`config.mk`:
```
export PLATFORM = sky130hd
export DESIGN_NAME = tribus_datapath
export DESIGN_NICKNAME = d
export VERILOG_FILES = /design/src/rtl/tribus_pkg.sv /design/src/rtl/tribus_regfile.sv /design/src/rtl/tribus_alu.sv /design/src/rtl/tribus_ctrl.sv /design/src/rtl/tribus_core.sv /design/src/rtl/tribus_datapath.sv
export SDC_FILE = /design/constraint.sdc
export NUM_CORES = 1
export LEC_CHECK = 0
export BUFFER_PORTS_ARGS = -buffer_cell sky130_fd_sc_hd__buf_4
export CAP_MARGIN = 10
export CORE_MARGIN = 5
export CORE_UTILIZATION = 45
export CTS_BUF_LIST = sky130_fd_sc_hd__clkbuf_16
export CTS_CLUSTER_DIAMETER = 200
export DETAILED_ROUTE_END_ITERATION = 8
export GPL_ROUTABILITY_DRIVEN = 1
export GPL_TIMING_DRIVEN = 0
export HOLD_SLACK_MARGIN = 0.1
export SKIP_CTS_REPAIR_TIMING = 1
export SLEW_MARGIN = 20
export SYNTH_ARGS = -nofsm -noshare
export SYNTH_HDL_FRONTEND = slang
export SYNTH_SLANG_ARGS = --single-unit
```
`constraint.sdc`:
```
create_clock -name clk -period 7.4 [get_ports clk]
set_input_delay 0.74 -clock clk [delete_from_list [all_inputs] [get_ports clk]]
set_output_delay 0.74 -clock clk [all_outputs]
set_load 0.005 [all_outputs]
```
`src/rtl/tribus_pkg.sv`:
```
package tribus_pkg;

  typedef enum logic [2:0] {
    ALU_ADD   = 3'd0,
    ALU_SUB   = 3'd1,
    ALU_AND   = 3'd2,
    ALU_OR    = 3'd3,
    ALU_XOR   = 3'd4,
    ALU_PASSA = 3'd5,
    ALU_PASSB = 3'd6,
    ALU_ZERO  = 3'd7
  } aluOp_e;

  typedef enum logic [1:0] {
    BSRC_REG = 2'd0,
    BSRC_PC  = 2'd1,
    BSRC_MDR = 2'd2,
    BSRC_IR  = 2'd3
  } busBSrc_e;

  typedef struct packed {
    logic     regWe;
    logic     pcLoad;
    logic     pcInc;
    logic     marLoad;
    logic     irLoad;
    logic     mdrFromBus;
    logic     mdrFromMem;
    logic     useConst4;
    aluOp_e   aluOp;
    busBSrc_e bSrc;
  } strobes_t;

endpackage

```
`src/rtl/tribus_regfile.sv`:
```
module tribus_regfile #(
  parameter int DATA_W = 32,
  parameter int REG_N  = 8,
  localparam int SEL_W = $clog2(REG_N)
) (
  input  logic              clk,
  input  logic              rstN,
  input  logic [SEL_W-1:0]  rdSelA,
  input  logic [SEL_W-1:0]  rdSelB,
  input  logic [SEL_W-1:0]  wrSel,
  input  logic              we,
  input  logic [DATA_W-1:0] wrData,
  output logic [DATA_W-1:0] rdA,
  output logic [DATA_W-1:0] rdB
);

  logic [DATA_W-1:0] regArr [REG_N];

  for (genvar i = 0; i < REG_N; i++) begin : g_reg
    logic [DATA_W-1:0] q;
    always_ff @(posedge clk or negedge rstN) begin
      if (!rstN) q <= '0;
      else if (we && wrSel == SEL_W'(i)) q <= wrData;
    end
    assign regArr[i] = q;
  end

  // reads see the stored value, never the word being written this cycle
  assign rdA = regArr[rdSelA];
  assign rdB = regArr[rdSelB];

  assert_write_lands_R3: assert property (@(posedge clk) disable iff (!rstN)
    ($past(we) && rdSelA == $past(wrSel)) |-> rdA == $past(wrData));

  assert_no_write_holds_R3: assert property (@(posedge clk) disable iff (!rstN)
    (!$past(we) && rdSelB == $past(rdSelB)) |-> rdB == $past(rdB));

endmodule

```
`src/rtl/tribus_alu.sv`:
```
module tribus_alu
  import tribus_pkg::*;
#(
  parameter int DATA_W = 32
) (
  input  aluOp_e            op,
  input  logic              useConst4,
  input  logic [DATA_W-1:0] busA,
  input  logic [DATA_W-1:0] busB,
  output logic [DATA_W-1:0] result
);

  localparam logic [DATA_W-1:0] CONST4 = DATA_W'(4);

  logic [DATA_W-1:0] opA;
  assign opA = useConst4 ? CONST4 : busA;

  always_comb begin
    unique case (op)
      ALU_ADD:   result = opA + busB;
      ALU_SUB:   result = opA - busB;
      ALU_AND:   result = opA & busB;
      ALU_OR:    result = opA | busB;
      ALU_XOR:   result = opA ^ busB;
      ALU_PASSA: result = opA;
      ALU_PASSB: result = busB;
      default:   result = '0;
    endcase
  end

  always_comb begin
    if (op == ALU_PASSB) assert_passb_R4: assert (result == busB);
    if (op == ALU_ZERO)  assert_zero_R4: assert (result == '0);
  end

endmodule

```
`src/rtl/tribus_ctrl.sv`:
```
module tribus_ctrl
  import tribus_pkg::*;
(
  input  logic     clk,
  input  logic     rstN,
  input  logic     regWrEn,
  input  logic     pcLoad,
  input  logic     pcInc,
  input  logic     marLoad,
  input  logic     irLoad,
  input  logic     mdrLoad,
  input  logic     useConst4,
  input  logic [2:0] aluOp,
  input  logic [1:0] busBSel,
  input  logic     memRead,
  input  logic     memDone,
  output strobes_t st,
  output logic     memReq
);

  logic pendQ;
  logic readFinish;

  assign readFinish = pendQ && memDone;

  always_ff @(posedge clk or negedge rstN) begin
    if (!rstN) pendQ <= 1'b0;
    else       pendQ <= memRead || (pendQ && !memDone);
  end

  assign memReq = memRead || pendQ;

  always_comb begin
    st.regWe      = regWrEn;
    st.pcLoad     = pcLoad;
    st.pcInc      = pcInc;
    st.marLoad    = marLoad;
    st.irLoad     = irLoad;
    st.mdrFromMem = readFinish;
    st.mdrFromBus = mdrLoad && !readFinish;
    st.useConst4  = useConst4;
    st.aluOp      = aluOp_e'(aluOp);
    st.bSrc       = busBSrc_e'(busBSel);
  end

  assert_req_held_R9: assert property (@(posedge clk) disable iff (!rstN)
    (memReq && !memDone) |=> memReq);

  assert_done_clears_R9: assert property (@(posedge clk) disable iff (!rstN)
    (memDone && !memRead) |=> !memReq || memRead);

  always_comb begin
    assert_mdr_single_R10: assert (!(st.mdrFromMem && st.mdrFromBus));
  end

endmodule

```
`src/rtl/tribus_core.sv`:
```
module tribus_core
  import tribus_pkg::*;
#(
  parameter int DATA_W = 32,
  parameter int REG_N  = 8,
  localparam int SEL_W = $clog2(REG_N)
) (
  input  logic              clk,
  input  logic              rstN,
  input  strobes_t          st,
  input  logic [SEL_W-1:0]  rdSelA,
  input  logic [SEL_W-1:0]  rdSelB,
  input  logic [SEL_W-1:0]  wrSel,
  input  logic [DATA_W-1:0] memRdata,
  output logic [DATA_W-1:0] busA,
  output logic [DATA_W-1:0] busB,
  output logic [DATA_W-1:0] busC,
  output logic [DATA_W-1:0] pcQ,
  output logic [DATA_W-1:0] marQ,
  output logic [DATA_W-1:0] irQ,
  output logic [DATA_W-1:0] mdrQ
);

  localparam logic [DATA_W-1:0] PC_STEP = DATA_W'(4);

  logic [DATA_W-1:0] rfB;

  tribus_regfile #(.DATA_W(DATA_W), .REG_N(REG_N)) rf_i (
    .clk(clk), .rstN(rstN),
    .rdSelA(rdSelA), .rdSelB(rdSelB), .wrSel(wrSel),
    .we(st.regWe), .wrData(busC),
    .rdA(busA), .rdB(rfB)
  );

  always_comb begin
    unique case (st.bSrc)
      BSRC_REG: busB = rfB;
      BSRC_PC:  busB = pcQ;
      BSRC_MDR: busB = mdrQ;
      default:  busB = irQ;
    endcase
  end

  tribus_alu #(.DATA_W(DATA_W)) alu_i (
    .op(st.aluOp), .useConst4(st.useConst4),
    .busA(busA), .busB(busB), .result(busC)
  );

  always_ff @(posedge clk or negedge rstN) begin
    if (!rstN) begin
      pcQ  <= '0;
      marQ <= '0;
      irQ  <= '0;
      mdrQ <= '0;
    end else begin
      if (st.pcLoad)     pcQ <= busC;
      else if (st.pcInc) pcQ <= pcQ + PC_STEP;
      if (st.marLoad)    marQ <= busC;
      if (st.irLoad)     irQ  <= busC;
      if (st.mdrFromMem)      mdrQ <= memRdata;
      else if (st.mdrFromBus) mdrQ <= busC;
    end
  end

  assert_pc_inc_R7: assert property (@(posedge clk) disable iff (!rstN)
    ($past(st.pcInc) && !$past(st.pcLoad)) |-> pcQ == $past(pcQ) + PC_STEP);

  assert_pc_load_R7: assert property (@(posedge clk) disable iff (!rstN)
    $past(st.pcLoad) |-> pcQ == $past(busC));

  assert_mar_hold_R8: assert property (@(posedge clk) disable iff (!rstN)
    !$past(st.marLoad) |-> $stable(marQ));

  assert_ir_hold_R8: assert property (@(posedge clk) disable iff (!rstN)
    !$past(st.irLoad) |-> $stable(irQ));

  assert_mdr_mem_R9: assert property (@(posedge clk) disable iff (!rstN)
    $past(st.mdrFromMem) |-> mdrQ == $past(memRdata));

endmodule

```
`src/rtl/tribus_datapath.sv`:
```
module tribus_datapath
  import tribus_pkg::*;
#(
  parameter int DATA_W = 32,
  parameter int REG_N  = 8,
  localparam int SEL_W = $clog2(REG_N)
) (
  input  logic              clk,
  input  logic              rstN,
  input  logic [SEL_W-1:0]  rdSelA,
  input  logic [SEL_W-1:0]  rdSelB,
  input  logic [SEL_W-1:0]  wrSel,
  input  logic              regWrEn,
  input  logic [2:0]        aluOp,
  input  logic              useConst4,
  input  logic [1:0]        busBSel,
  input  logic              pcLoad,
  input  logic              pcInc,
  input  logic              marLoad,
  input  logic              irLoad,
  input  logic              mdrLoad,
  input  logic              memRead,
  input  logic              memDone,
  input  logic [DATA_W-1:0] memRdata,
  output logic              memReq,
  output logic [DATA_W-1:0] memAddr,
  output logic [DATA_W-1:0] pcQ,
  output logic [DATA_W-1:0] irQ,
  output logic [DATA_W-1:0] mdrQ,
  output logic [DATA_W-1:0] busAQ,
  output logic [DATA_W-1:0] busBQ,
  output logic [DATA_W-1:0] busCQ
);

  strobes_t st;

  tribus_ctrl ctrl_i (
    .clk(clk), .rstN(rstN),
    .regWrEn(regWrEn), .pcLoad(pcLoad), .pcInc(pcInc),
    .marLoad(marLoad), .irLoad(irLoad), .mdrLoad(mdrLoad),
    .useConst4(useConst4), .aluOp(aluOp), .busBSel(busBSel),
    .memRead(memRead), .memDone(memDone),
    .st(st), .memReq(memReq)
  );

  tribus_core #(.DATA_W(DATA_W), .REG_N(REG_N)) core_i (
    .clk(clk), .rstN(rstN), .st(st),
    .rdSelA(rdSelA), .rdSelB(rdSelB), .wrSel(wrSel),
    .memRdata(memRdata),
    .busA(busAQ), .busB(busBQ), .busC(busCQ),
    .pcQ(pcQ), .marQ(memAddr), .irQ(irQ), .mdrQ(mdrQ)
  );

endmodule

```
# After elaboration in Yosys (flattened, before gate mapping)
# Index checks and enable logic that the tools add are counted.
dict set report totals {
  reg_bits 385
  inputBits 57
  mem_bits_rw 0
  latch_bits 0
  memories 0
  mem_bits_ro 0
}
dict set report classes {
  n_shift 0
  reduce_logical 20
  magnitude_cmp 2
  bitwise_logic 5
  mux 13
  div_mod_pow 0
  n_addsub 3
  eq_ne 15
  mul 0
}
# op n
set op_table {}
lappend op_table {{32-bit two-way mux} 9}
lappend op_table {{32-bit one-hot mux with 7 select lines} 1}
lappend op_table {{32-bit binary-select mux with 3-bit select} 2}
lappend op_table {{32-bit one-hot mux with 3 select lines} 1}
lappend op_table {{32-bit by 3-bit adder with 32-bit output (second input constant)} 1}
lappend op_table {{32-bit adder} 1}
lappend op_table {{32-bit AND} 1}
lappend op_table {{32-bit OR} 1}
lappend op_table {{32-bit subtractor} 1}
lappend op_table {{32-bit bitwise XOR} 1}
lappend op_table {{3-bit == test (second input constant)} 7}
lappend op_table {{3-bit by 2-bit == test with 1-bit output (second input constant)} 4}
lappend op_table {{1-bit logical AND} 11}
lappend op_table {{4-bit greater-or-equal comparator (second input constant)} 2}
lappend op_table {{3-bit NOT with 4-bit output} 2}
lappend op_table {{3-bit by 1-bit == test with 1-bit output (second input constant)} 2}
lappend op_table {{3-bit logical NOT} 2}
lappend op_table {{2-bit nonzero test} 2}
lappend op_table {{2-bit by 1-bit == test with 1-bit output (second input constant)} 1}
lappend op_table {{2-bit == test (second input constant)} 1}
lappend op_table {{1-bit logical NOT} 2}
lappend op_table {{2-bit logical NOT} 1}
lappend op_table {{1-bit logical OR} 2}

# Depth between registers and ports, before layout
dict set report logic_depth {
  depth_word 9
  mapped_depth 29
}

# Hierarchy
# Synthesis repeated with hierarchy kept, for this count alone.
dict set report unflattened {
  cells_unflattened 2099
  hier_area_um2 25554.5
}
# mod area_each_um2 cells_per_inst n_inst seq_area_each_um2
set modules_own_cells {}
lappend modules_own_cells {tribus_regfile 13721.9 779 1 6406.1}
lappend modules_own_cells {tribus_core 6403.6 525 1 3203.1}
lappend modules_own_cells {tribus_alu 5278.8 777 1 0.0}
lappend modules_own_cells {tribus_ctrl 150.1 18 1 25.0}

# Worst setup path after synthesis
# No wires, ideal clock.
dict set report synth_path {
  kind {input port to output port}
  from {input rdSelB[1]}
  to {output busCQ[31]}
  t_arrival_ns 6.188
  slack_ns 0.472
  cell_stages 28
  t_required_ns 6.660
  n_path_buf 6
  cell_sequence {buf_2 buf_4 buf_2 buf_2 mux2i_1 a22oi_1 a221oi_1 or2_2 inv_1 nor2_1 nand4_1 nor4_2 nand2_1 o21ai_0 xnor2_1 ha_1 clkbuf_1 a21o_1 a21o_1 a21oi_1 o21a_1 o31ai_1 a311oi_1 xnor2_1 mux2_2 a21oi_2 buf_6 inv_2}
}
dict set report synth_via {
  elab_chain_len 7
  elab_cells_between_ends 11
}
# item line_no
set synth_lines {}
lappend synth_lines {{start, declared} tribus_datapath.sv:11} ;# input logic [SEL_W-1:0] rdSelB,
lappend synth_lines {{3-bit NOT with 4-bit output (implied by the code) (*)} tribus_regfile.sv:30} ;# assign rdB = regArr[rdSelB];
lappend synth_lines {{32-bit binary-select mux with 3-bit select (*)} tribus_regfile.sv:30}
lappend synth_lines {{32-bit two-way mux (implied by the code) (*) (2 in a row)} tribus_regfile.sv:30}
lappend synth_lines {{32-bit one-hot mux with 3 select lines (*)} tribus_core.sv:36} ;# unique case (st.bSrc)
lappend synth_lines {{via busBQ[2]} tribus_datapath.sv:31} ;# output logic [DATA_W-1:0] busBQ,
lappend synth_lines {{32-bit subtractor / 32-bit adder (equally long branches)} {tribus_alu.sv:21, tribus_alu.sv:20}}
lappend synth_lines {{32-bit one-hot mux with 7 select lines (*)} tribus_alu.sv:19} ;# unique case (op)
lappend synth_lines {{end, declared} tribus_datapath.sv:32} ;# output logic [DATA_W-1:0] busCQ
# The timed path passes the listed nets; every way through them passes the cells marked *. The select of a mux whose other input is x is not followed.

# Worst setup path after layout
dict set report layout_path {
  from {input rdSelA[2]}
  to {output busCQ[13]}
}
dict set report layout_via {
  elab_chain_len 7
  elab_cells_between_ends 11
}
# item line_no
set layout_lines {}
lappend layout_lines {{start, declared} tribus_datapath.sv:10} ;# input logic [SEL_W-1:0] rdSelA,
lappend layout_lines {{3-bit NOT with 4-bit output (implied by the code) (*)} tribus_regfile.sv:29} ;# assign rdA = regArr[rdSelA];
lappend layout_lines {{32-bit binary-select mux with 3-bit select (*)} tribus_regfile.sv:29}
lappend layout_lines {{32-bit two-way mux (implied by the code) (*) (2 in a row)} tribus_regfile.sv:29}
lappend layout_lines {{32-bit two-way mux (*)} tribus_alu.sv:16} ;# assign opA = useConst4 ? CONST4 : busA;
lappend layout_lines {{32-bit subtractor, or another cell as far along} tribus_alu.sv:21} ;# ALU_SUB: result = opA - busB;
lappend layout_lines {{32-bit one-hot mux with 7 select lines (*)} tribus_alu.sv:19}
# Every way passes the cells marked *; elsewhere a longest branch is shown, timed or not. The select of a mux whose other input is x is not followed.

==> metrics.csv <==
metric;value;unit
hold_end;ctrl_i.pendQ;
antenna_found_initial;4;
timing.rr.start;core_i.rf_i.g_reg[7].q[4];
fin_skew;0.0321;ns
critical_path_class;input port to output port;
grt_pass1_vias;22489;
cts_tree;yes;
clock_sinks;385;
setup_slack;-0.103;ns
rrSetupSlack;1.18;ns
finalCritPeriodShare;101;%
ios;282;
grt_max_degree;94;
seqPwrFrac;34.1;%
crit_required;6.66;ns
r2r-end;core_i.irQ[13];
synth_nets;2830;
path_clk_slew;0.06;ns
fin_crit;7.50;ns
p_clk_share;25.2;%
stdcell_count;3759;
sw_frac_of_total;40.2;%
dp_hpwl;89800;µm
worst_pin_slew;1.17;ns
place.gp.congestion;1.04;
status;finished with violations;
critical_path_peak_fanout;10;
timing.fmax;133;MHz
drtIter0Drc;3014;
min_path_type;input port to register;
hp-start;memRead;
slew_headroom;21.6;%
power_leakage;0.0142;µW
p_int;5680;µW
die_y;244;µm
yosys_register_bits;385;
drc;0;
yosysWarnings;0;
synth_cell_types;77;
overflow;0;
cts_htree_levels;2;
hold_viol;0;
wl_per_cell;31.0;µm
vias;23953;
via_per_inst;6.37;
ys_seq_area_share;39.1;%
setup_tns;-0.103;ns
setup_violations;1;
clock_latency;0.62;ns
synth_edf_count;0;
start_util;45.6;%
p_sw;3820;µW
routed_wl;117000;µm
comb_power_share;40.6;%
grt_pass1_wl;164000;µm
cts.path.max_buffers;3;
syn_area_per_cell;9.20;µm²
drt_first_pass_iters;6;
violations;setup timing;
track_usage;37.7;%
rsz0062_at_grt;yes;
die_width;244;µm
max-cap-violations;0;
cts_buffers;45;
fin_nets;3184;
async_reset_ff_share;100;%
cts_root_buf;clkbuf_16;
synth_flop_cell;dfrtp_1;
dp_cells;3646;
dieArea;59500;µm²
ff2ff_path_depth;23;
slew_violations;0;
num_rows;85;
synth_cells;2675;
arrival;6.76;ns
powerDensity;314;nW/µm²
critPathLaunchType;input port;
hold_path_depth;2;
irDropWorstVdd;0.229;mV
drtAntennaViolNets;0;
syn-cell-area;24600;µm²
port_buffers;267;
area_growth;22.9;%
endpoint_kind;output port;
fp.coreArea;54000;µm²
drive_gt1_share;23.1;%
synth_stat cells, drive strengths merged, types with 8 or more instances:
cell / number / area share (%)
a211oi: 12 / 0.37
a21o: 26 / 0.79
a21oi: 150 / 3.1
a221oi: 19 / 0.68
a22o: 8 / 0.28
a22oi: 29 / 0.88
a31oi: 21 / 0.53
and2: 11 / 0.28
and3: 9 / 0.23
buf: 45 / 0.93
clkbuf: 164 / 2.5
dfrtp: 385 / 39
ha: 97 / 4.9
inv: 156 / 2.4
mux2: 37 / 1.7
mux2i: 144 / 5.9
mux4: 99 / 9.1
nand2: 373 / 5.7
nand2b: 16 / 0.41
nand3: 27 / 0.55
nand4: 14 / 0.36
nor2: 203 / 3.1
nor2b: 15 / 0.38
nor3: 12 / 0.24
nor3b: 8 / 0.24
o211ai: 9 / 0.29
o21a: 18 / 0.55
o21ai: 355 / 7.3
o221ai: 15 / 0.53
o22ai: 21 / 0.53
or2: 27 / 0.69
or3: 12 / 0.30
xnor2: 55 / 2.0
xor2: 18 / 0.64
cells in the final DEF (no fill, tap or decap), types with 97 or more instances in the layout:
master,instances
mux4_2,97
inv_1,160
buf_4,301
a21oi_1,141
dfrtp_1,385
nand2_1,372
nor2_1,192
clkbuf_1,121
mux2i_1,143
o21ai_0,336
power by group through the flow:
stage	combinational [µW]	clock [µW]	sequential, µW
5_1_grt	4120	2490	3290
6_report	3860	2400	3240
2_1_floorplan	2040	0	3030
3_5_place_dp	3540	0	3240
4_1_cts	3560	2400	3210
3_3_place_gp	3470	0	3200
stage by stage:
step / utilization [%] / total power [µW] / hold WS, ns / setup WS, ns / area, µm²
6_report: 56.0 / 9500 / 0.318 / -0.103 / 30200
5_1_grt: 56.0 / 9900 / 0.325 / -0.121 / 30200
4_1_cts: 54.1 / 9160 / 0.0525 / -2.33 / 29200
3_5_place_dp: 51.2 / 6780 / 0.490 / -2.30 / 27700
3_3_place_gp: 50.9 / 6670 / 0.474 / -2.33 / 27500
2_1_floorplan: - / 5070 / 0.444 / 0.472 / 24600
worst max-delay path: stages:
cell and delay [ns]:
clkbuf_1 0.48, buf_1 0.79, clkbuf_2 0.58, mux2i_1 0.61, nor2_1 0.26, ha_1 0.43, a21oi_1 0.22, nor2_1 0.07
a21oi_1 0.38, nand2_1 0.17, a21boi_0 0.28, xor2_1 0.26, o21ai_0 0.11, o21ai_0 0.58, clkbuf_2 0.40, inv_1 0.18
buf_4 0.18
flip-flops by register name (all words and copies together) (netlist names):
register,count
core_i.rf_i.g.q,256
core_i.pcQ,32
core_i.marQ,32
core_i.mdrQ,32
core_i.irQ,32
ctrl_i.pendQ,1
area by class of cell:
cell class / count / area [µm²]
fill: 4914 / 23800
multi-input combinational: 1923 / 14000
sequential: 385 / 9630
timing repair buffer: 313 / 2490
clock buffer: 46 / 1150
buffer: 203 / 1070
tap: 696 / 871
inverter: 158 / 597
clock inverter: 33 / 402
antenna: 2 / 5.00
worst max-delay path by stage:
stage              start   endpoint  slack, ns  cells after the start
4_1_cts        rdSelB[2]  busCQ[30]      -2.33                     23
5_1_grt        rdSelB[1]  busCQ[31]      -0.12                     27
3_5_place_dp   rdSelB[2]  busCQ[30]      -2.30                     23
3_3_place_gp   rdSelB[2]  busCQ[30]      -2.33                     23
2_1_floorplan  rdSelB[1]  busCQ[31]       0.47                     28
6_report       rdSelA[2]  busCQ[13]      -0.10                     17
kinds of logic after synthesis:
group / share of synthesized area (%)
xor gates and xnor gates: 2.60
AOI/OAI and AO/OA: 17.5
muxes: 16.6
adders and majority gates: 5.01
DFF: 39.1
buffers and inverters: 5.84
and+or+nand+nor: 13.3
per-layer routing:
layer | track usage, % | part of all wire (%) | up-vias
met5 | 0 | 0.017 | -
met4 | 14.5 | 4.5 | 2
met3 | 8.31 | 11 | 257
met2 | 57.5 | 44 | 1603
met1 | 52.8 | 41 | 11949
li1 | - | - | 10142
Power figures use the tool's default switching activity.
